File: config.mk
export PLATFORM = sky130hd
export DESIGN_NAME = lcd_bus_ctrl
export DESIGN_NICKNAME = d
export VERILOG_FILES = /design/src/rtl/lcdb_pkg.sv /design/src/rtl/lcdb_fifo.sv /design/src/rtl/lcdb_phase_timer.sv /design/src/rtl/lcdb_engine.sv /design/src/rtl/lcd_bus_ctrl.sv
export SDC_FILE = /design/constraint.sdc
export NUM_CORES = 1
export LEC_CHECK = 0
export BUFFER_PORTS_ARGS = -buffer_cell sky130_fd_sc_hd__buf_2
export CAP_MARGIN = 20
export CORE_ASPECT_RATIO = 0.6
export CORE_MARGIN = 1
export CORE_UTILIZATION = 40
export CTS_CLUSTER_SIZE = 20
export DETAILED_ROUTE_END_ITERATION = 10
export HOLD_SLACK_MARGIN = 0.06
export PLACE_DENSITY = 0.57
export SETUP_SLACK_MARGIN = 0.3
export SYNTH_ARGS = -nofsm -noshare
export SYNTH_HDL_FRONTEND = slang
export SYNTH_SLANG_ARGS = --single-unit
File: constraint.sdc
create_clock -name clk -period 11.68 [get_ports clk]
set_input_delay 2.336 -clock clk [delete_from_list [all_inputs] [get_ports clk]]
set_output_delay 2.336 -clock clk [all_outputs]
set_load 0.05 [all_outputs]
File: src/rtl/lcdb_pkg.sv
// Shared types for the LCD panel bus controller.
package lcdb_pkg;

    // Bus width / transfer mode selection, encoded as on the cfg_mode port.
    typedef enum logic [1:0] {
        MODE_NIB  = 2'd0,
        MODE_BYTE = 2'd1,
        MODE_WORD = 2'd2,
        MODE_SER  = 2'd3
    } lcdb_mode_e;

    // Phases of one bus strobe cycle.
    typedef enum logic [1:0] {
        PH_IDLE  = 2'd0,
        PH_SETUP = 2'd1,
        PH_ACT   = 2'd2,
        PH_HOLD  = 2'd3
    } lcdb_phase_e;

    // One queue entry: register-select flag plus byte.
    typedef struct packed {
        logic       rs;
        logic [7:0] data;
    } lcdb_entry_t;

endpackage

File: src/rtl/lcdb_fifo.sv
// Entry queue for the LCD bus controller.
// Holds DEPTH entries. It can pop one or two entries per cycle and exposes the
// two oldest entries. Assumes DEPTH is a power of two, so pointers wrap
// naturally. A push while full is dropped. Pops never exceed the count; the
// engine guarantees this.
module lcdb_fifo
    import lcdb_pkg::*;
#(
    parameter int DEPTH = 16,
    localparam int AW = $clog2(DEPTH),
    localparam int CW = AW + 1
) (
    input  logic              clk,
    input  logic              rst_n,
    input  logic              push,
    input  lcdb_entry_t       push_entry,
    input  logic [1:0]        pop_n,
    output lcdb_entry_t       head0,
    output lcdb_entry_t       head1,
    output logic [CW-1:0]     count,
    output logic              full
);

    lcdb_entry_t   mem [DEPTH];
    logic [AW-1:0] rd_ptr;
    logic [AW-1:0] wr_ptr;
    logic          push_ok;

    assign full    = (count == CW'(DEPTH));
    assign push_ok = push && !full;
    assign head0   = mem[rd_ptr];
    assign head1   = mem[rd_ptr + AW'(1)];

    // Storage write, no reset needed for the array.
    always_ff @(posedge clk) begin
        if (push_ok) begin
            mem[wr_ptr] <= push_entry;
        end
    end

    // Pointer and occupancy bookkeeping.
    always_ff @(posedge clk) begin
        if (!rst_n) begin
            rd_ptr <= '0;
            wr_ptr <= '0;
            count  <= '0;
        end else begin
            if (push_ok) begin
                wr_ptr <= wr_ptr + AW'(1);
            end
            rd_ptr <= rd_ptr + AW'(pop_n);
            count  <= count + CW'(push_ok) - CW'(pop_n);
        end
    end

endmodule

File: src/rtl/lcdb_phase_timer.sv
// Down-counter for bus phase lengths.
// A load sets the count to load_val. zero is high once the count reaches 0,
// so a phase entered with a load lasts load_val+1 cycles.
module lcdb_phase_timer #(
    parameter int TW = 4
) (
    input  logic          clk,
    input  logic          rst_n,
    input  logic          load,
    input  logic [TW-1:0] load_val,
    output logic          zero
);

    logic [TW-1:0] cnt;

    assign zero = (cnt == '0);

    // Load on phase entry, otherwise count down to zero and stop.
    always_ff @(posedge clk) begin
        if (!rst_n) begin
            cnt <= '0;
        end else if (load) begin
            cnt <= load_val;
        end else if (cnt != '0) begin
            cnt <= cnt - TW'(1);
        end
    end

endmodule

File: src/rtl/lcdb_engine.sv
// Bus sequencer for the LCD controller.
// Runs setup/active/hold phases for every strobe. Splits bytes into nibbles or
// serial bits, pairs entries in word mode, and inserts status reads when
// polling is on. Assumes the configuration is stable while a transfer is in
// progress. Bus outputs are decoded from registered state only.
module lcdb_engine
    import lcdb_pkg::*;
#(
    parameter int TW = 4,
    parameter int CW = 5
) (
    input  logic          clk,
    input  logic          rst_n,
    input  logic          cfg_bus6800,
    input  lcdb_mode_e    cfg_mode,
    input  logic          cfg_poll,
    input  logic [TW-1:0] cfg_setup,
    input  logic [TW-1:0] cfg_active,
    input  logic [TW-1:0] cfg_hold,
    input  logic [CW-1:0] fifo_count,
    input  lcdb_entry_t   head0,
    input  lcdb_entry_t   head1,
    input  logic          din_busy,
    output logic [1:0]    pop_n,
    output logic          lcd_csn,
    output logic          lcd_rs,
    output logic          lcd_rw_wrn,
    output logic          lcd_e_rdn,
    output logic          lcd_doe,
    output logic [15:0]   lcd_dout,
    output logic          ser_clk,
    output logic          ser_dout
);

    lcdb_phase_e   phase, phase_nx;
    logic          is_rd, is_rd_nx;
    logic [2:0]    beat, beat_nx;
    logic [2:0]    last_beat, last_nx;
    logic [15:0]   shreg, sh_nx;
    logic          cur_rs, rs_nx;
    logic          busy_seen, busy_nx;
    logic          start_wr;
    logic          tmr_load, tmr_zero;
    logic [TW-1:0] tmr_val;
    logic [1:0]    need_n;
    logic          have_data, want_poll;
    logic          in_xfer, in_act, ser_mode;
    logic          unused_rs1;

    assign unused_rs1 = head1.rs;

    lcdb_phase_timer #(.TW(TW)) u_tmr (
        .clk      (clk),
        .rst_n    (rst_n),
        .load     (tmr_load),
        .load_val (tmr_val),
        .zero     (tmr_zero)
    );

    assign need_n    = (cfg_mode == MODE_WORD) ? 2'd2 : 2'd1;
    assign have_data = (fifo_count >= CW'(need_n));
    assign want_poll = cfg_poll && (cfg_mode != MODE_SER);

    // Next-state decision for phases, beats and write loading.
    always_comb begin
        phase_nx = phase;
        is_rd_nx = is_rd;
        beat_nx  = beat;
        last_nx  = last_beat;
        sh_nx    = shreg;
        rs_nx    = cur_rs;
        busy_nx  = busy_seen;
        tmr_load = 1'b0;
        tmr_val  = cfg_setup;
        pop_n    = 2'd0;
        start_wr = 1'b0;
        case (phase)
            PH_IDLE: begin
                if (have_data) begin
                    tmr_load = 1'b1;
                    phase_nx = PH_SETUP;
                    beat_nx  = 3'd0;
                    if (want_poll) begin
                        is_rd_nx = 1'b1;
                        rs_nx    = 1'b0;
                        last_nx  = (cfg_mode == MODE_NIB) ? 3'd1 : 3'd0;
                    end else begin
                        start_wr = 1'b1;
                    end
                end
            end
            PH_SETUP: begin
                if (tmr_zero) begin
                    tmr_load = 1'b1;
                    tmr_val  = cfg_active;
                    phase_nx = PH_ACT;
                end
            end
            PH_ACT: begin
                if (tmr_zero) begin
                    tmr_load = 1'b1;
                    tmr_val  = cfg_hold;
                    phase_nx = PH_HOLD;
                    if (is_rd && beat == 3'd0) begin
                        busy_nx = din_busy;
                    end
                end
            end
            PH_HOLD: begin
                if (tmr_zero) begin
                    if (beat != last_beat) begin
                        beat_nx  = beat + 3'd1;
                        phase_nx = PH_SETUP;
                        tmr_load = 1'b1;
                    end else if (is_rd) begin
                        beat_nx  = 3'd0;
                        phase_nx = PH_SETUP;
                        tmr_load = 1'b1;
                        start_wr = !busy_seen;
                    end else begin
                        phase_nx = PH_IDLE;
                    end
                end
            end
            default: phase_nx = PH_IDLE;
        endcase
        if (start_wr) begin
            is_rd_nx = 1'b0;
            rs_nx    = head0.rs;
            pop_n    = need_n;
            sh_nx    = (cfg_mode == MODE_WORD) ? {head0.data, head1.data}
                                               : {8'h00, head0.data};
            case (cfg_mode)
                MODE_NIB: last_nx = 3'd1;
                MODE_SER: last_nx = 3'd7;
                default:  last_nx = 3'd0;
            endcase
        end
    end

    // Sequencer state registers.
    always_ff @(posedge clk) begin
        if (!rst_n) begin
            phase     <= PH_IDLE;
            is_rd     <= 1'b0;
            beat      <= 3'd0;
            last_beat <= 3'd0;
            shreg     <= '0;
            cur_rs    <= 1'b0;
            busy_seen <= 1'b0;
        end else begin
            phase     <= phase_nx;
            is_rd     <= is_rd_nx;
            beat      <= beat_nx;
            last_beat <= last_nx;
            shreg     <= sh_nx;
            cur_rs    <= rs_nx;
            busy_seen <= busy_nx;
        end
    end

    assign in_xfer  = (phase != PH_IDLE);
    assign in_act   = (phase == PH_ACT);
    assign ser_mode = (cfg_mode == MODE_SER);

    // Pin decode for chip select, register select and strobes.
    always_comb begin
        lcd_csn = !in_xfer;
        lcd_rs  = in_xfer && cur_rs;
        lcd_doe = in_xfer && !is_rd && !ser_mode;
        if (cfg_bus6800) begin
            lcd_rw_wrn = !in_xfer || is_rd;
            lcd_e_rdn  = in_act && !ser_mode;
        end else begin
            lcd_rw_wrn = !(in_act && !is_rd && !ser_mode);
            lcd_e_rdn  = !(in_act && is_rd && !ser_mode);
        end
        ser_clk  = in_act && ser_mode;
        ser_dout = in_xfer && ser_mode && shreg[3'd7 - beat];
    end

    // Data bus decode per width; zero while not driving.
    always_comb begin
        lcd_dout = 16'h0000;
        if (lcd_doe) begin
            case (cfg_mode)
                MODE_NIB:  lcd_dout = {8'h00, (beat[0] ? shreg[3:0] : shreg[7:4]), 4'h0};
                MODE_WORD: lcd_dout = shreg;
                default:   lcd_dout = {8'h00, shreg[7:0]};
            endcase
        end
    end

endmodule

File: src/rtl/lcd_bus_ctrl.sv
// LCD panel bus controller top level.
// Queues command/data bytes and drains them through the bus engine. Raises the
// refill interrupt and DMA request while fewer than LOW_MARK entries are held.
// Assumes the configuration inputs change only while the bus is idle.
module lcd_bus_ctrl
    import lcdb_pkg::*;
#(
    parameter int DEPTH    = 16,
    parameter int TW       = 4,
    parameter int LOW_MARK = 8
) (
    input  logic          clk,
    input  logic          rst_n,
    input  logic          cfg_bus6800,
    input  logic [1:0]    cfg_mode,
    input  logic          cfg_poll,
    input  logic [TW-1:0] cfg_setup,
    input  logic [TW-1:0] cfg_active,
    input  logic [TW-1:0] cfg_hold,
    input  logic          irq_en,
    input  logic          dma_en,
    input  logic          wr_valid,
    input  logic          wr_rs,
    input  logic [7:0]    wr_data,
    output logic          fifo_full,
    output logic          irq,
    output logic          dma_req,
    output logic          lcd_csn,
    output logic          lcd_rs,
    output logic          lcd_rw_wrn,
    output logic          lcd_e_rdn,
    output logic          lcd_doe,
    output logic [15:0]   lcd_dout,
    input  logic [15:0]   lcd_din,
    output logic          ser_clk,
    output logic          ser_dout
);

    localparam int CW = $clog2(DEPTH) + 1;

    lcdb_entry_t   push_entry, head0, head1;
    logic [1:0]    pop_n;
    logic [CW-1:0] fifo_count;
    logic          below_mark;
    logic          unused_din;

    assign unused_din = ^{lcd_din[15:8], lcd_din[6:0]};
    assign push_entry = '{rs: wr_rs, data: wr_data};

    lcdb_fifo #(.DEPTH(DEPTH)) u_fifo (
        .clk        (clk),
        .rst_n      (rst_n),
        .push       (wr_valid),
        .push_entry (push_entry),
        .pop_n      (pop_n),
        .head0      (head0),
        .head1      (head1),
        .count      (fifo_count),
        .full       (fifo_full)
    );

    lcdb_engine #(.TW(TW), .CW(CW)) u_eng (
        .clk         (clk),
        .rst_n       (rst_n),
        .cfg_bus6800 (cfg_bus6800),
        .cfg_mode    (lcdb_mode_e'(cfg_mode)),
        .cfg_poll    (cfg_poll),
        .cfg_setup   (cfg_setup),
        .cfg_active  (cfg_active),
        .cfg_hold    (cfg_hold),
        .fifo_count  (fifo_count),
        .head0       (head0),
        .head1       (head1),
        .din_busy    (lcd_din[7]),
        .pop_n       (pop_n),
        .lcd_csn     (lcd_csn),
        .lcd_rs      (lcd_rs),
        .lcd_rw_wrn  (lcd_rw_wrn),
        .lcd_e_rdn   (lcd_e_rdn),
        .lcd_doe     (lcd_doe),
        .lcd_dout    (lcd_dout),
        .ser_clk     (ser_clk),
        .ser_dout    (ser_dout)
    );

    // Refill requests while the queue is below the low mark.
    assign below_mark = (fifo_count < CW'(LOW_MARK));
    assign irq        = irq_en && below_mark;
    assign dma_req    = dma_en && below_mark;

endmodule

# ---- Yosys cells after proc, flatten, opt, wreduce, memory -nomap -nowiden
# Memory sizes are Yosys's and may differ from the RTL's. A register that Yosys moved wholly into a read port is not among the register bits.
# Index checks and enable logic that the tools add are counted.
# W data, S select, Z words.
dict set report classes {
  eq_ne 13
  n_bitwise 1
  mul 0
  n_reduce_logical 42
  n_addsub 8
  n_mux 52
  n_shift 0
  order_cmp 3
  div_mod_pow 0
}
# operator count
set ops {}
lappend ops {{$mux W16} 2}
lappend ops {{$pmux W16 S2} 1}
lappend ops {{$mux W3} 8}
lappend ops {{$mux W4} 6}
lappend ops {{$mux W1} 21}
lappend ops {{$logic_and A1 B1 Y1} 16}
lappend ops {{$mux W2} 7}
lappend ops {{$pmux W3 S2} 2}
lappend ops {{$reduce_bool A2 Y1} 6}
lappend ops {{$reduce_and A3 Y1} 3}
lappend ops {{$add A4 B1 Y4 const B} 2}
lappend ops {{$eq A2 B2 Y1 const B} 4}
lappend ops {{$ne A2 B1 Y1 const B} 4}
lappend ops {{$pmux W2 S4} 1}
lappend ops {{$pmux W4 S2} 1}
lappend ops {{$reduce_and A4 Y1} 2}
lappend ops {{$logic_not A1 Y1} 7}
lappend ops {{$add A5 B1 Y5} 1}
lappend ops {{$eq A5 B5 Y1 const B} 1}
lappend ops {{$ge A5 B2 Y1} 1}
lappend ops {{$lt A3 B5 Y1 const B} 1}
lappend ops {{$lt A5 B4 Y1 const B} 1}
lappend ops {{$sub A5 B2 Y5} 1}
lappend ops {{$add A4 B2 Y4} 1}
lappend ops {{17 further kinds} 19}
dict set report totals {
  input_bits 46
  latch_bits 0
  elab_cells 131
  n_memories 1
  out_inout_bits 26
  mem_bits_ro 0
  ff_bits 44
  ram_bits 144
}
# name words width rd rd_clocked_by_memory_dff write_ports line_no
set mem_list {}
lappend mem_list {u_fifo.mem 16 9 2 1 1 lcdb_fifo.sv:24} ;# lcdb_entry_t mem [DEPTH];

# ---- Depth between registers and ports, before layout
dict set report logic_depth {
  word_depth 8
  ltp_mapped 20
  mapped_depth_nobuf 17
}

# ---- Cells and area by module
# A second synthesis with hierarchy kept.
dict set report unflattened {
  cells_unflattened 672
  area_unflattened_um2 9616.7
}
# mod instances area_per_inst_um2 cells_each
set modules_own_cells {}
lappend modules_own_cells {lcdb_fifo 1 7528.5 426}
lappend modules_own_cells {lcdb_engine 1 1843.0 221}
lappend modules_own_cells {lcdb_phase_timer 1 230.2 23}
lappend modules_own_cells {lcd_bus_ctrl 1 15.0 2}

# ---- Worst setup path before layout
# Ideal clock, no wire load.
dict set report synth_timing {
  kind {input-to-output}
  start {input cfg_mode[0]}
  end {output lcd_dout[10]}
  arrival_time_ps 3982
  path_stages 5
  slack_ps 5362
  cell_sequence {ha_1 -> or3_1 -> clkbuf_1 -> inv_1 -> and3_1}
}
dict set report synth_via {
  elab_chain_len 4
}
# item line_no
set synth_rtl {}
lappend synth_rtl {{from (decl)} lcd_bus_ctrl.sv:15} ;# input logic [1:0] cfg_mode,
lappend synth_rtl {{$eq A2 B2 Y1} lcdb_engine.sv:164} ;# assign ser_mode = (cfg_mode == MODE_SER);
lappend synth_rtl {{$logic_not A1 Y1} lcdb_engine.sv:170} ;# lcd_doe = in_xfer && !is_rd && !ser_mode;
lappend synth_rtl {{$logic_and A1 B1 Y1} lcdb_engine.sv:170}
lappend synth_rtl {{named net lcd_doe} lcd_bus_ctrl.sv:32} ;# output logic lcd_doe,
lappend synth_rtl {{$mux W16} lcdb_engine.sv:185} ;# if (lcd_doe) begin
lappend synth_rtl {{to (decl)} lcd_bus_ctrl.sv:33} ;# output logic [15:0] lcd_dout,
# The timed path passes the listed nets, and every way through them passes these cells.

# ---- Worst setup path after layout
dict set report layout_timing {
  start {input cfg_mode[0]}
  end {output lcd_dout[3]}
}
dict set report layout_via {
  elab_chain_len 4
}
# item line_no
set layout_rtl {}
lappend layout_rtl {{branches (longest 3 deep; another with $pmux W16 S2)} --}
lappend layout_rtl {{$mux W16 (*)} lcdb_engine.sv:185}
# Every way passes the cells marked *.

==> results.cfg <==
[status]
outcome = finished clean

[cells_and_area]
area_growth_syn_to_layout_pct = 13.4
regArea_sq_um = 5190
drive_gt1_frac = 0.242
fill_cells = 2012
design_area_sq_um = 10600
multi_input_area_sq_um = 3900
fin_nets = 816
utilization = 0.472

[sta]
worst_pin_slew_ns = 0.994
fin_crit_ns = 6.47
slew_headroom = 0.332
finalSetupTns_ns = 0
finClkSkew_ns = 0.0105
maxSlewViolCount = 0
period_share = 0.554
fmax_mhz = 155
finalSetupViolations = 0
hold_viol = 0
rsz0062_at_grt = false

[worst_hold_path]
hold_path_end = u_eng.shreg[13]
hold_start = u_eng.shreg[13]
holdPathStages = 2
hp-class = reg -> reg

[global_routing]
grt_max_degree = 49
grt_pass1_wl_microns = 37900
grt_pass1_vias = 6155
grtUsageTotal = 0.220
antenna_found_initial = 1
overflow = 0

[critical_path]
worst_r2r_path_depth = 14
startpoint_type = primary input
r2r-end = u_fifo.count[4]
cp-startpoint = cfg_mode[0]
arrival_ns = 4.13
critPathCaptureType = output pin
crit_fanout = 31
max_stage_delay_ns = 0.36
crit_path_top_delay_cell = a21oi_1
required_ns = 9.34
path_class = in -> out
path_cells = buf_2, inv_1, ha_1, buf_4, inv_1, a21oi_1, and2_1, buf_2
r2r_start = u_eng.phase[0]
reg2reg_slack_ns = 8.07

[clock_tree]
cts_setup_buffers = 0
cts_resized = 0
cts_sinks = 187
clkTransAtPathRegs_ns = 0.06
clock_latency_ns = 0.44
h-tree-depth = 4
cts_made_buffers = 17
clock_path_buffers = 2
ctsHoldBuffers = 0
cts_root_buf = clkbuf_16
cts_tree = yes

[synthesis]
synth_edf_count = 144
syn-cell-area_sq_um = 9360
ys_async_sr_fraction = 0
ys_warn_count = 0
yosysUniqueCellTypes = 57
synth.avg_cell_area_sq_um = 13.7
ys_ff_latch = 187
synth_cells = 682
synth_fp_nets = 756
ys_seq_area_frac = 0.554
synthFlopType = edfxtp_1

[placement]
gp_congestion = 0.847
dp_hpwl_microns = 17200
place_area_sq_um = 10100
io_buffers = 56

[die]
core_sq_um = 22500
row_count = 42
ioPinCount = 72
die_area_sq_um = 24000
die_x_microns = 199
start_util = 0.416
die_h_microns = 120

[drt]
wl_microns = 24800
drc = 0
avgViaCountPerCell = 5.92
wl_per_cell_microns = 23.4
drtAntennaViolNets = 0
drt_iter0_markers = 647
drt_pass1_iterations = 8
route.vias.total = 6283

[power_and_ir_drop]
power.total_mw = 2.22
leakagePower_nw = 3.60
ir_worst_vdd_v = 0.000110
power.density_nw_per_um2 = 209

[flow_run]
drv_cap = 0
## placed cells by master, fill, tap and decap left out, types with 13 or more instances in the layout
| cell type | instances |
|---|---|
| buf_4 | 25 |
| dfxtp_1 | 41 |
| buf_2 | 56 |
| inv_1 | 25 |
| a211oi_1 | 13 |
| clkbuf_16 | 17 |
| edfxtp_1 | 144 |
| a21oi_1 | 27 |
| mux2i_1 | 25 |
| mux4_2 | 61 |
| nand2_1 | 48 |
| a22oi_1 | 17 |
| ha_1 | 26 |
| nor2_1 | 41 |
| o21ai_0 | 22 |
## routing by layer
layer / vias up / wire length [microns] / global-route usage
li1: 2784 / - / -
met1: 3204 / 11300 / 0.330
met2: 257 / 10700 / 0.303
met3: 38 / 2460 / 0.0642
met4: 0 / 420 / 0.0673
met5: - / 0 / 0
## stage by stage
| stage | hold slack (ns) | worst slack (ns) | cells |
|---|---|---|---|
| after global routing | 0.471 | 4.99 | 1061 |
| after CTS | 0.450 | 5.22 | 1061 |
| after floorplan | 0.427 | 5.36 | 682 |
| final | 0.449 | 5.21 | 1062 |
| after global placement | 0.437 | 5.27 | 1029 |
| after detailed placement | 0.443 | 5.22 | 1031 |
## worst max-delay path by stage
stage | endpoint | slack [ns] | cells past startpoint
after floorplan | lcd_dout[10] | 5.36 | 5
after global placement | lcd_dout[2] | 5.27 | 8
after detailed placement | lcd_dout[3] | 5.22 | 8
after CTS | lcd_dout[3] | 5.22 | 8
after global routing | lcd_dout[2] | 4.99 | 8
final | lcd_dout[3] | 5.21 | 8
## critical path: cells and delay by family
family	cells	cell delay [ns]
compound gates	1	0.36
fa+ha+maj	1	0.14
buf+inv	5	1.06
simple gates	1	0.23
## Yosys cell counts, types with 11 or more instances
library cell  count  area [sq um]
ha_1             26           325
nor3_1           11          55.1
inv_1            25          93.8
nor2b_1          11          68.8
buf_2            11          55.1
clkbuf_1         20          75.1
mux4_2           61          1370
edfxtp_1        144          4320
a211oi_1         13          97.6
nand2_1          48           180
nand3_1          12          60.1
mux2i_1          25           250
a22oi_1          17           128
dfxtp_1          43           861
a31oi_1          12          75.1
a21oi_1          27           135
o21ai_0          22           110
nor2_1           41           154
## logic make-up (layout without fill, tap and decap cells)
| family | after synthesis | after routing | share of synthesized area |
|---|---|---|---|
| AND/OR/NAND/NOR | 176 | 176 | 0.0947 |
| AO/OA/AOI/OAI | 119 | 119 | 0.0834 |
| multiplexers | 95 | 95 | 0.188 |
| buffers and inverters | 67 | 138 | 0.0311 |
| flip-flops | 187 | 187 | 0.554 |
| other | 0 | 1 | 0 |
| adder cells (fa/ha/maj) | 28 | 28 | 0.0390 |
| XOR/XNOR | 10 | 10 | 0.0102 |
## flip-flops by register name (all words and copies together), names as in the netlist, 2 cells and up
| register | flops |
|---|---|
| u_fifo.wr_ptr | 4 |
| u_eng.beat | 3 |
| u_eng.u_tmr.cnt | 4 |
| u_fifo.count | 5 |
| u_fifo.rd_ptr | 4 |
| u_eng.phase | 2 |
| u_eng.shreg | 16 |
| u_fifo.mem | 144 |
| u_eng.last_beat | 2 |
## power breakdown
group / leakage (nW) / total (mW) / switching (mW) / internal (mW)
Clock: 0.270 / 0.571 / 0.240 / 0.331
Sequential: 1.65 / 0.838 / 0.0641 / 0.774
Combinational: 1.68 / 0.813 / 0.473 / 0.340
## area by class of cell
cell class,count,area share
timing repair buffer,82,0.0451
antenna,1,0.000236
tap,308,0.0363
sequential,187,0.489
multi-input combinational,428,0.367
clock buffer,20,0.0411
inverter,26,0.00919
clock inverter,10,0.0119
No activity file was read; power rests on OpenSTA's default activity.
